<file path="src/rtl/rdwr_pkg.sv">
package rdwr_pkg;

    localparam int unsigned LO_CL    = 2;
    localparam int unsigned HI_CL    = 3;
    localparam int unsigned SHORT_BL = 4;
    localparam int unsigned LONG_BL  = 8;
    // clocks from DQM high to the memory word it suppresses
    localparam int unsigned DQM_LAT  = 2;
    // idle bus cycles between the last read word and the first write word
    localparam int unsigned BUS_GAP  = 1;
    localparam int unsigned DQM_LEAD = DQM_LAT + BUS_GAP;
    localparam int unsigned WIN_MAX  = HI_CL + LONG_BL + BUS_GAP - 1;

    typedef enum logic [1:0] {
        CMD_NOP   = 2'b00,
        CMD_READ  = 2'b01,
        CMD_WRITE = 2'b10
    } cmd_e;

    typedef enum logic {
        TS_IDLE,
        TS_DRAIN
    } turn_e;

    typedef struct packed {
        logic rd_fire;
        logic wr_fire;
        logic masking;
    } sched_t;

    function automatic int unsigned cas_cycles(input logic cl3);
        return cl3 ? HI_CL : LO_CL;
    endfunction

    function automatic int unsigned burst_words(input logic bl8);
        return bl8 ? LONG_BL : SHORT_BL;
    endfunction

endpackage

</file>
<file path="src/rtl/rdwr_read_window.sv">
// Counts the cycles left until the bus is free of the latest read burst
// (including the idle turnaround cycle). Zero means a WRITE may go now.
module rdwr_read_window
    import rdwr_pkg::*;
#(
    parameter int unsigned GAP = BUS_GAP,
    parameter int unsigned QW  = $clog2(WIN_MAX + 1) + 1
) (
    input  logic          clk,
    input  logic          rst,
    input  logic          rd_fire,
    input  logic          wr_fire,
    input  logic          cfg_cl3,
    input  logic          cfg_bl8,
    output logic [QW-1:0] quiet
);

    localparam int unsigned MIN_LOAD = LO_CL + SHORT_BL + GAP - 1;

    always_ff @(posedge clk) begin
        if (rst) begin
            quiet <= '0;
        end else if (rd_fire) begin
            quiet <= QW'(cas_cycles(cfg_cl3) + burst_words(cfg_bl8) + GAP - 1);
        end else if (wr_fire) begin
            quiet <= '0;
        end else if (quiet != '0) begin
            quiet <= quiet - 1'b1;
        end
    end


    window_load_chk: assert property (@(posedge clk) disable iff (rst)
        rd_fire |=> (quiet >= QW'(MIN_LOAD)));


    window_hold_chk: assert property (@(posedge clk) disable iff (rst)
        (!rd_fire && quiet == '0) |=> (quiet == '0));

endmodule

</file>
<file path="src/rtl/rdwr_turn_ctrl.sv">
// Decides between an immediate WRITE, waiting for the burst to end,
// or a DQM interruption of DQM_LEAD clocks followed by the WRITE.
module rdwr_turn_ctrl
    import rdwr_pkg::*;
#(
    parameter int unsigned LEAD = DQM_LEAD,
    parameter int unsigned QW   = 4,
    parameter int unsigned CW   = $clog2(LEAD) + 1
) (
    input  logic          clk,
    input  logic          rst,
    input  logic          wr_valid,
    input  logic [QW-1:0] quiet,
    output logic          wr_fire,
    output logic          dqm,
    output logic          idle
);

    turn_e         state, state_n;
    logic [CW-1:0] dcnt, dcnt_n;

    always_comb begin
        state_n = state;
        dcnt_n  = dcnt;
        wr_fire = 1'b0;
        dqm     = 1'b0;
        if (!rst) begin
            unique case (state)
                TS_IDLE: begin
                    if (wr_valid) begin
                        if (quiet == '0) begin
                            wr_fire = 1'b1;
                        end else if (quiet > QW'(LEAD)) begin
                            dqm     = 1'b1;
                            state_n = TS_DRAIN;
                            dcnt_n  = CW'(LEAD - 1);
                        end
                    end
                end
                TS_DRAIN: begin
                    if (dcnt != '0) begin
                        dqm    = 1'b1;
                        dcnt_n = dcnt - 1'b1;
                    end else begin
                        wr_fire = wr_valid;
                        state_n = TS_IDLE;
                    end
                end
                default: state_n = TS_IDLE;
            endcase
        end
    end

    always_ff @(posedge clk) begin
        if (rst) begin
            state <= TS_IDLE;
            dcnt  <= '0;
        end else begin
            state <= state_n;
            dcnt  <= dcnt_n;
        end
    end

    assign idle = (state == TS_IDLE);


    drain_mask_chk: assert property (@(posedge clk) disable iff (rst)
        (state == TS_DRAIN && dcnt != '0) |-> dqm);


    drain_entry_chk: assert property (@(posedge clk) disable iff (rst)
        (state == TS_DRAIN) |-> wr_valid || dcnt == '0);

endmodule

</file>
<file path="src/rtl/rdwr_wr_burst.sv">
// Holds the controller data output enable for one write burst.
module rdwr_wr_burst
    import rdwr_pkg::*;
#(
    parameter int unsigned BW = $clog2(LONG_BL) + 1
) (
    input  logic clk,
    input  logic rst,
    input  logic wr_fire,
    input  logic cfg_bl8,
    output logic busy,
    output logic oe
);

    logic [BW-1:0] wcnt;

    always_ff @(posedge clk) begin
        if (rst) begin
            wcnt <= '0;
        end else if (wr_fire) begin
            wcnt <= BW'(burst_words(cfg_bl8) - 1);
        end else if (wcnt != '0) begin
            wcnt <= wcnt - 1'b1;
        end
    end

    assign busy = (wcnt != '0);
    assign oe   = wr_fire | busy;


    burst_bound_chk: assert property (@(posedge clk) disable iff (rst)
        wcnt <= BW'(LONG_BL - 1));

endmodule

</file>
<file path="src/rtl/rdwr_turnaround.sv">
module rdwr_turnaround
    import rdwr_pkg::*;
#(
    parameter int unsigned LEAD = DQM_LEAD,
    parameter int unsigned GAP  = BUS_GAP,
    parameter int unsigned QW   = $clog2(WIN_MAX + 1) + 1
) (
    input  logic       clk,
    input  logic       rst,
    input  logic       cfg_cl3,
    input  logic       cfg_bl8,
    input  logic       rd_valid,
    output logic       rd_ready,
    input  logic       wr_valid,
    output logic       wr_ready,
    output logic [1:0] cmd,
    output logic       dqm,
    output logic       dq_oe
);

    sched_t        sc;
    logic [QW-1:0] quiet;
    logic          idle;
    logic          wbusy;
    cmd_e          cmd_q;

    rdwr_read_window #(.GAP(GAP), .QW(QW)) u_window (
        .clk     (clk),
        .rst     (rst),
        .rd_fire (sc.rd_fire),
        .wr_fire (sc.wr_fire),
        .cfg_cl3 (cfg_cl3),
        .cfg_bl8 (cfg_bl8),
        .quiet   (quiet)
    );

    rdwr_turn_ctrl #(.LEAD(LEAD), .QW(QW)) u_ctrl (
        .clk      (clk),
        .rst      (rst),
        .wr_valid (wr_valid),
        .quiet    (quiet),
        .wr_fire  (sc.wr_fire),
        .dqm      (sc.masking),
        .idle     (idle)
    );

    rdwr_wr_burst u_burst (
        .clk     (clk),
        .rst     (rst),
        .wr_fire (sc.wr_fire),
        .cfg_bl8 (cfg_bl8),
        .busy    (wbusy),
        .oe      (dq_oe)
    );

    assign sc.rd_fire = !rst && rd_valid && !wr_valid && idle && !wbusy;

    always_comb begin
        if (sc.wr_fire)      cmd_q = CMD_WRITE;
        else if (sc.rd_fire) cmd_q = CMD_READ;
        else                 cmd_q = CMD_NOP;
    end

    assign cmd      = cmd_q;
    assign rd_ready = sc.rd_fire;
    assign wr_ready = sc.wr_fire;
    assign dqm      = sc.masking;


    reset_quiet_chk: assert property (@(posedge clk)
        rst |-> (cmd == CMD_NOP && !dqm && !rd_ready && !wr_ready));


    write_priority_chk: assert property (@(posedge clk) disable iff (rst)
        wr_valid |-> (cmd != CMD_READ));


    grant_on_write_chk: assert property (@(posedge clk) disable iff (rst)
        wr_ready |-> (cmd == CMD_WRITE && dq_oe));

    // R6 (three clocks of DQM lead; LEAD default is 3)
    dqm_lead_chk: assert property (@(posedge clk) disable iff (rst)
        (cmd == CMD_WRITE && $past(dqm)) |-> ($past(dqm, 2) && $past(dqm, 3)));


    dqm_off_at_write_chk: assert property (@(posedge clk) disable iff (rst)
        (cmd == CMD_WRITE) |-> !dqm);


    oe_start_chk: assert property (@(posedge clk) disable iff (rst)
        $rose(dq_oe) |-> (cmd == CMD_WRITE));


    no_read_in_burst_chk: assert property (@(posedge clk) disable iff (rst)
        (cmd == CMD_READ) |-> !dq_oe);

endmodule

</file>
<file path="config.mk">
export PLATFORM = sky130hd
export DESIGN_NAME = rdwr_turnaround
export DESIGN_NICKNAME = d
export VERILOG_FILES = /design/src/rtl/rdwr_pkg.sv /design/src/rtl/rdwr_read_window.sv /design/src/rtl/rdwr_turn_ctrl.sv /design/src/rtl/rdwr_wr_burst.sv /design/src/rtl/rdwr_turnaround.sv
export SDC_FILE = /design/constraint.sdc
export NUM_CORES = 1
export LEC_CHECK = 0
export ABC_AREA = 1
export BUFFER_PORTS_ARGS = -buffer_cell sky130_fd_sc_hd__buf_2
export CAP_MARGIN = 15
export CORE_MARGIN = 5
export CORE_UTILIZATION = 57
export DETAILED_ROUTE_END_ITERATION = 8
export PLACE_DENSITY_LB_ADDON = 0.2
export SETUP_SLACK_MARGIN = 0.05
export SLEW_MARGIN = 15
export SYNTH_ARGS = -nofsm -noshare
export SYNTH_HDL_FRONTEND = slang
export SYNTH_HIERARCHICAL = 1
export SYNTH_SLANG_ARGS = --single-unit
export TNS_END_PERCENT = 100
</file>
<file path="constraint.sdc">
create_clock -name clk -period 6.3 [get_ports clk]
set_clock_uncertainty 0.1 [all_clocks]
set_input_delay 1.26 -clock clk [delete_from_list [all_inputs] [get_ports clk]]
set_output_delay 1.26 -clock clk [all_outputs]
set_load 0.02 [all_outputs]
</file>
==> results.tsv, run 1 <==
metric	value	unit
clock power share	12.1	%
post-synthesis adder-cell area fraction	6.42	%
max_slew headroom	44.6	%
fin. max-slew vios	0	
worst reg2reg setup slack	3.85	ns
drt first pass iters	4	
DP Cell Count	138	
final std cells w/o fill	142	
asr flop ratio synth	0	%
Peak VDD IR	0.264	mV
PostCTS Resize Cnt	0	
Max Clk Rate	241	MHz
DPL Wire Length	1190	microns
Nets	138	
Layout fillers	121	
DIE HEIGHT	47.0	microns
Sequential Area	260	sq um
mapped cell area	779	sq um
clk slew on worst S/H paths	0.08	ns
clock tree from TritonCTS	done	
Yosys Warn Count	6	
Mapped Nets	123	
Worst Path Arrival	2.79	ns
Pwr per Cell Area	462	nW/um^2
crit end category	primary output	
CTS hold repair buffers	0	
RSZ-0062 raised after global routing	no	
internal power	215	uW
CTS Buf Count	3	
first-pass GRT wire length	2440	microns
part of the cycle the worst path needs	65.8	%
sequential cell area fraction in the yosys report	33.4	%
first-iteration detailed-routing DRC count	30	
CTS Sinks	13	
CTS root buffer	clkbuf_4	
layout cells sized above 1	24.4	%
Fin Setup TNS	0	ns
Antenna Nets Post-Route	0	
Flop pwr share	31.9	%
Worst Hold Class	register to register	
Core ar.	1300	sq um
Synth Register Bits	13	
Avg Cell Area, Syn	6.90	sq um
CP Max Fanout	10	
Final Hold Fails	0	
Gate power share	56.0	%
critical setup path kind	primary input to primary output	
WL/cell	10.3	microns
final WL	1460	microns
Max Cap Viol	0	
initial antenna violation count	0	
Initial Utilization	59.9	%
Startpoint Class	primary input	
Site Rows	13	
switch share	46.6	%
H-tree levels	1	
dominant synthesized flop cell	dfxtp_1	
setup violators final	0	
outcome	completed	
Die ar.	2210	sq um
vias in the first global route	627	
P_sw	188	uW
Mapped Cells	113	
final RePlAce weighted congestion	0.821	
Diodes inserted	0	
main combinational cell family by area after synthesis	simple AND/OR/NAND/NOR gates	
PortBufs	11	
Post-synth EDFFs	0	
GRT Total Usage	15.5	%
WP data required	4.94	ns
vias after detailed routing	704	
area of the multi-input gates	418	sq um
Simple-Gate Fraction of Synth Area	35.2	%
P&R area growth vs syn	11.9	%
Clk Latency, worst-skew pair	0.26	ns
Max Root-Sink Buffers	2	
crit path time final	4.15	ns
Compound-Gate Fraction of Synth Area	10.9	%
XOR/XNOR Fraction of Synth Area	1.12	%
routed vias/inst	4.96	
I/O Pins	12	
post-CTS setup buffer count	0	
Leakage Power	0.442	nW
DRC	0	
total gr overflow	0	
largest net degree at the start of global routing	11	
mux cell area share after synthesis	0	%
synth unique cells	23	
die width	47.0	microns
Slew @ Worst Pin	0.832	ns
==> sequential cells by signal (all words and copies together), names as in the netlist <==
name,flops
u_window/quiet,5
u_burst/wcnt,4
u_ctrl/dcnt,3
u_ctrl/state,1
==> critical path, cell delays in order <==
cell and delay (ns):
buf_2 0.17, inv_1 0.10, nand3_1 0.08, a21oi_1 0.65, inv_1 0.21, nand3_2 0.14
buf_2 0.17
==> area by class of cell <==
| class | count | area share [%] |
|---|---|---|
| multi-input combinational | 74 | 47.9 |
| sequential | 13 | 29.8 |
| inverter | 25 | 10.8 |
| timing repair buffer | 11 | 6.31 |
| clock buffer | 4 | 3.01 |
| tap | 15 | 2.15 |
==> cells in the mapped netlist, types with 3 or more instances <==
| library cell | count | area share, % |
|---|---|---|
| a21oi_2 | 3 | 3.4 |
| inv_1 | 21 | 10 |
| nor2_1 | 11 | 5.3 |
| o21ai_0 | 4 | 2.6 |
| inv_2 | 4 | 1.9 |
| ha_1 | 4 | 6.4 |
| nand3_1 | 9 | 5.8 |
| dfxtp_1 | 13 | 33 |
| nand2_1 | 21 | 10 |
| a21oi_1 | 6 | 3.9 |
==> metal layers <==
layer / share of wire [%] / vias up / GRT usage (%) / wire [microns]
met5: 0 / - / 0 / 0
met4: 0.89 / 0 / 6.63 / 13
met3: 2.9 / 2 / 4.21 / 43
met2: 51 / 6 / 26.6 / 745
met1: 45 / 315 / 18.0 / 662
li1: - / 381 / - / -
==> worst paths after layout <==
| check | from | to | cells past startpoint |
|---|---|---|---|
| setup / recovery | rst | dq_oe | 7 |
| hold / removal | u_ctrl/dcnt[0]$_SDFFE_PP0P_ | u_ctrl/dcnt[0]$_SDFFE_PP0P_ | 1 |
| setup reg to reg | u_ctrl/dcnt[0]$_SDFFE_PP0P_ | u_burst/wcnt[2]$_SDFFE_PP0P_ | 13 |
| hold reg to reg | u_ctrl/dcnt[0]$_SDFFE_PP0P_ | u_ctrl/dcnt[0]$_SDFFE_PP0P_ | 1 |
==> cell families after synthesis <==
kind of cell,count (synthesis)
AND/OR/NAND/NOR,55
buffers and inverters,26
AO/OA/AOI/OAI,14
flip-flops,13
adder cells (fa/ha/maj),4
XOR/XNOR,1
==> through the flow <==
step	utilization, %	total power, mW	hold slack, ns	area (sq um)	setup WS [ns]
floorplan	-	0.307	0.326	779	2.36
global placement	65.0	0.347	0.344	846	2.25
detailed placement	65.0	0.355	0.344	846	2.16
CTS	67.0	0.406	0.360	872	2.16
global route	67.0	0.447	0.393	872	2.00
finish	67.0	0.403	0.353	872	2.15
==> power groups by stage <==
| stage | Combinational, mW | Sequential [mW] | Clock, mW |
|---|---|---|---|
| global placement | 0.219 | 0.128 | 0 |
| detailed placement | 0.225 | 0.129 | 0 |
| floorplan | 0.183 | 0.124 | 0 |
| global route | 0.257 | 0.132 | 0.0581 |
| finish | 0.225 | 0.128 | 0.0489 |
| CTS | 0.227 | 0.128 | 0.0512 |
==> cells in the final DEF (no fill, tap or decap), drive strengths merged, types with 3 or more instances in the layout <==
cell type and n:
dfxtp 13, ha 4, or2 3, nor2 14, nand2 23, inv 25, o21ai 5, a21oi 9
nand3 11, buf 11, clkbuf 4
Power figures use the tool's default switching activity.
==> inputs of run 2 (changes only) <==
--- a/config.mk
+++ b/config.mk
@@ -9,7 +9,7 @@
 export BUFFER_PORTS_ARGS = -buffer_cell sky130_fd_sc_hd__buf_2
 export CAP_MARGIN = 15
 export CORE_MARGIN = 5
-export CORE_UTILIZATION = 57
+export CORE_UTILIZATION = 53
 export DETAILED_ROUTE_END_ITERATION = 8
 export PLACE_DENSITY_LB_ADDON = 0.2
 export SETUP_SLACK_MARGIN = 0.05
==> constraint.sdc (replaced) <==
create_clock -name clk -period 4.2 [get_ports clk]
set_clock_uncertainty 0.1 [all_clocks]
set_input_delay 0.84 -clock clk [delete_from_list [all_inputs] [get_ports clk]]
set_output_delay 0.84 -clock clk [all_outputs]
set_load 0.02 [all_outputs]
==> run 2 against run 1 <==
Against the previous run:
- cell area grew 0.86%
- via count grew 1.4%
- wire length grew 1.8%
- sequential power grew 49%
==> results.tsv, run 2 (same netlist as run 1, synthesis figures left out) <==
metric	value	unit
CP Max Fanout	9	
biggest regs	u_window/quiet x5, u_burst/wcnt x4, u_ctrl/dcnt x3	
PostCTS Resize Cnt	0	
Max Root-Sink Buffers	2	
max_slew headroom	71.0	%
crit-path leading delay family	buffers and inverters	
first-iteration detailed-routing DRC count	13	
H-tree levels	1	
I/O Pins	12	
Leakage Power	0.447	nW
crit path time final	2.89	ns
Final Hold Fails	0	
final WL	1490	microns
Worst Path Arrival	1.95	ns
initial antenna violation count	0	
Core ar.	1350	sq um
crit-path cells	inv_1 > ha_1 > ha_1 > nor2_4 > inv_2 > nand3_1 > a21oi_1 > buf_4 > inv_1 > nand3_2 > buf_2	
largest net degree at the start of global routing	11	
routed vias/inst	4.99	
part of the cycle the worst path needs	68.9	%
die width	48.4	microns
most flop-heavy register	u_window/quiet	
Max Cap Viol	0	
flip-flop count of the largest register after layout	5	
WL/cell	10.4	microns
CTS Sinks	13	
total gr overflow	0	
first-pass GRT wire length	2620	microns
P&R area growth vs syn	12.8	%
DIE HEIGHT	48.4	microns
fin. max-slew vios	0	
final worst slack	1.31	ns
CTS root buffer	clkbuf_4	
Worst Hold Class	register to register	
GRT Total Usage	13.9	%
Initial Utilization	57.7	%
slowest CP cell	dfxtp_1	
critical setup path kind	register to primary output	
Pwr per Cell Area	691	nW/um^2
final RePlAce weighted congestion	0.827	
layout cells sized above 1	25.0	%
setup violators final	0	
final std cells w/o fill	143	
DPL Wire Length	1200	microns
DRC	0	
Antenna Nets Post-Route	0	
commonest cells after routing, fill and taps aside	inv_1 (21), nand2_1 (21), dfxtp_1 (13), nor2_1 (11), buf_2 (11)	
CTS hold repair buffers	0	
Buf/Inv on CP	5	
CTS Buf Count	3	
post-CTS setup buffer count	0	
pre-CTS WS	1.32	ns
Max Clk Rate	346	MHz
Site Rows	13	
crit end category	primary output	
Peak VDD IR	0.517	mV
clk slew on worst S/H paths	0.08	ns
Layout fillers	137	
Crit path largest cell delay	0.35	ns
vias in the first global route	676	
vias after detailed routing	714	
DP Cell Count	139	
drt first pass iters	4	
Die ar.	2340	sq um
RSZ-0062 raised after global routing	no	
Fin Setup TNS	0	ns
Slew @ Worst Pin	0.434	ns
Diodes inserted	0	
Nets	139	
Startpoint Class	register	
PortBufs	11	
outcome	completed	
WP data required	3.26	ns
clock tree from TritonCTS	done	
Clk Latency, worst-skew pair	0.28	ns
-- run 2: cell count changes in the layout (fill, tap and decap cells not counted) --
cell   previous run  this run
buf_4             0         1
-- run 2: where the power goes --
part | switching [mW] | internal [mW]
combinational | 0.209 | 0.127
sequential | 0.0306 | 0.161
clock | 0.0430 | 0.0369
total | 0.282 | 0.325
-- run 2: area by class of cell --
class                      count  area [sq um]  area share (%)
clock buffer                   4          26.3            2.99
inverter                      25          93.8            10.7
multi-input combinational     74           418            47.5
sequential                    13           260            29.6
timing repair buffer          12          62.6            7.11
tap                           15          18.8            2.13
-- run 2: worst paths after layout --
check                           cells after the start  slack (ns)                         from                      endpoint
worst max-delay path                               11        1.31  u_ctrl/dcnt[0]$_SDFFE_PP0P_                         dq_oe
worst min-delay path                                1        0.35  u_ctrl/dcnt[0]$_SDFFE_PP0P_   u_ctrl/dcnt[0]$_SDFFE_PP0P_
worst min register to register                      1        0.35  u_ctrl/dcnt[0]$_SDFFE_PP0P_   u_ctrl/dcnt[0]$_SDFFE_PP0P_
worst max register to register                     14        2.10  u_ctrl/dcnt[0]$_SDFFE_PP0P_  u_burst/wcnt[2]$_SDFFE_PP0P_
-- run 2: layer usage --
layer | up-vias | global-route usage [%] | part of all wire (%)
met5 | - | 0 | 0
met3 | 4 | 3.98 | 3.3
li1 | 385 | - | -
met2 | 8 | 22.6 | 50
met1 | 317 | 15.0 | 44
met4 | 0 | 10.6 | 2.4
-- run 2: worst reg2reg max path, delay by kind of cell (launching register included) --
family	cells	cell delay [ns]
compound gates	2	0.17
flops	1	0.35
simple gates	4	0.35
buf+inv	5	0.48
fa+ha+maj	3	0.61
-- run 2: through the flow --
step                      power [mW]  hold WS (ns)  util, %  area [sq um]
after floorplan                0.460         0.326        -           779
after global placement         0.525         0.340     63.2           853
after detailed placement       0.532         0.344     63.2           853
after CTS                      0.616         0.355     65.2           880
after global routing           0.674         0.405     65.2           880
final                          0.607         0.354     65.2           880
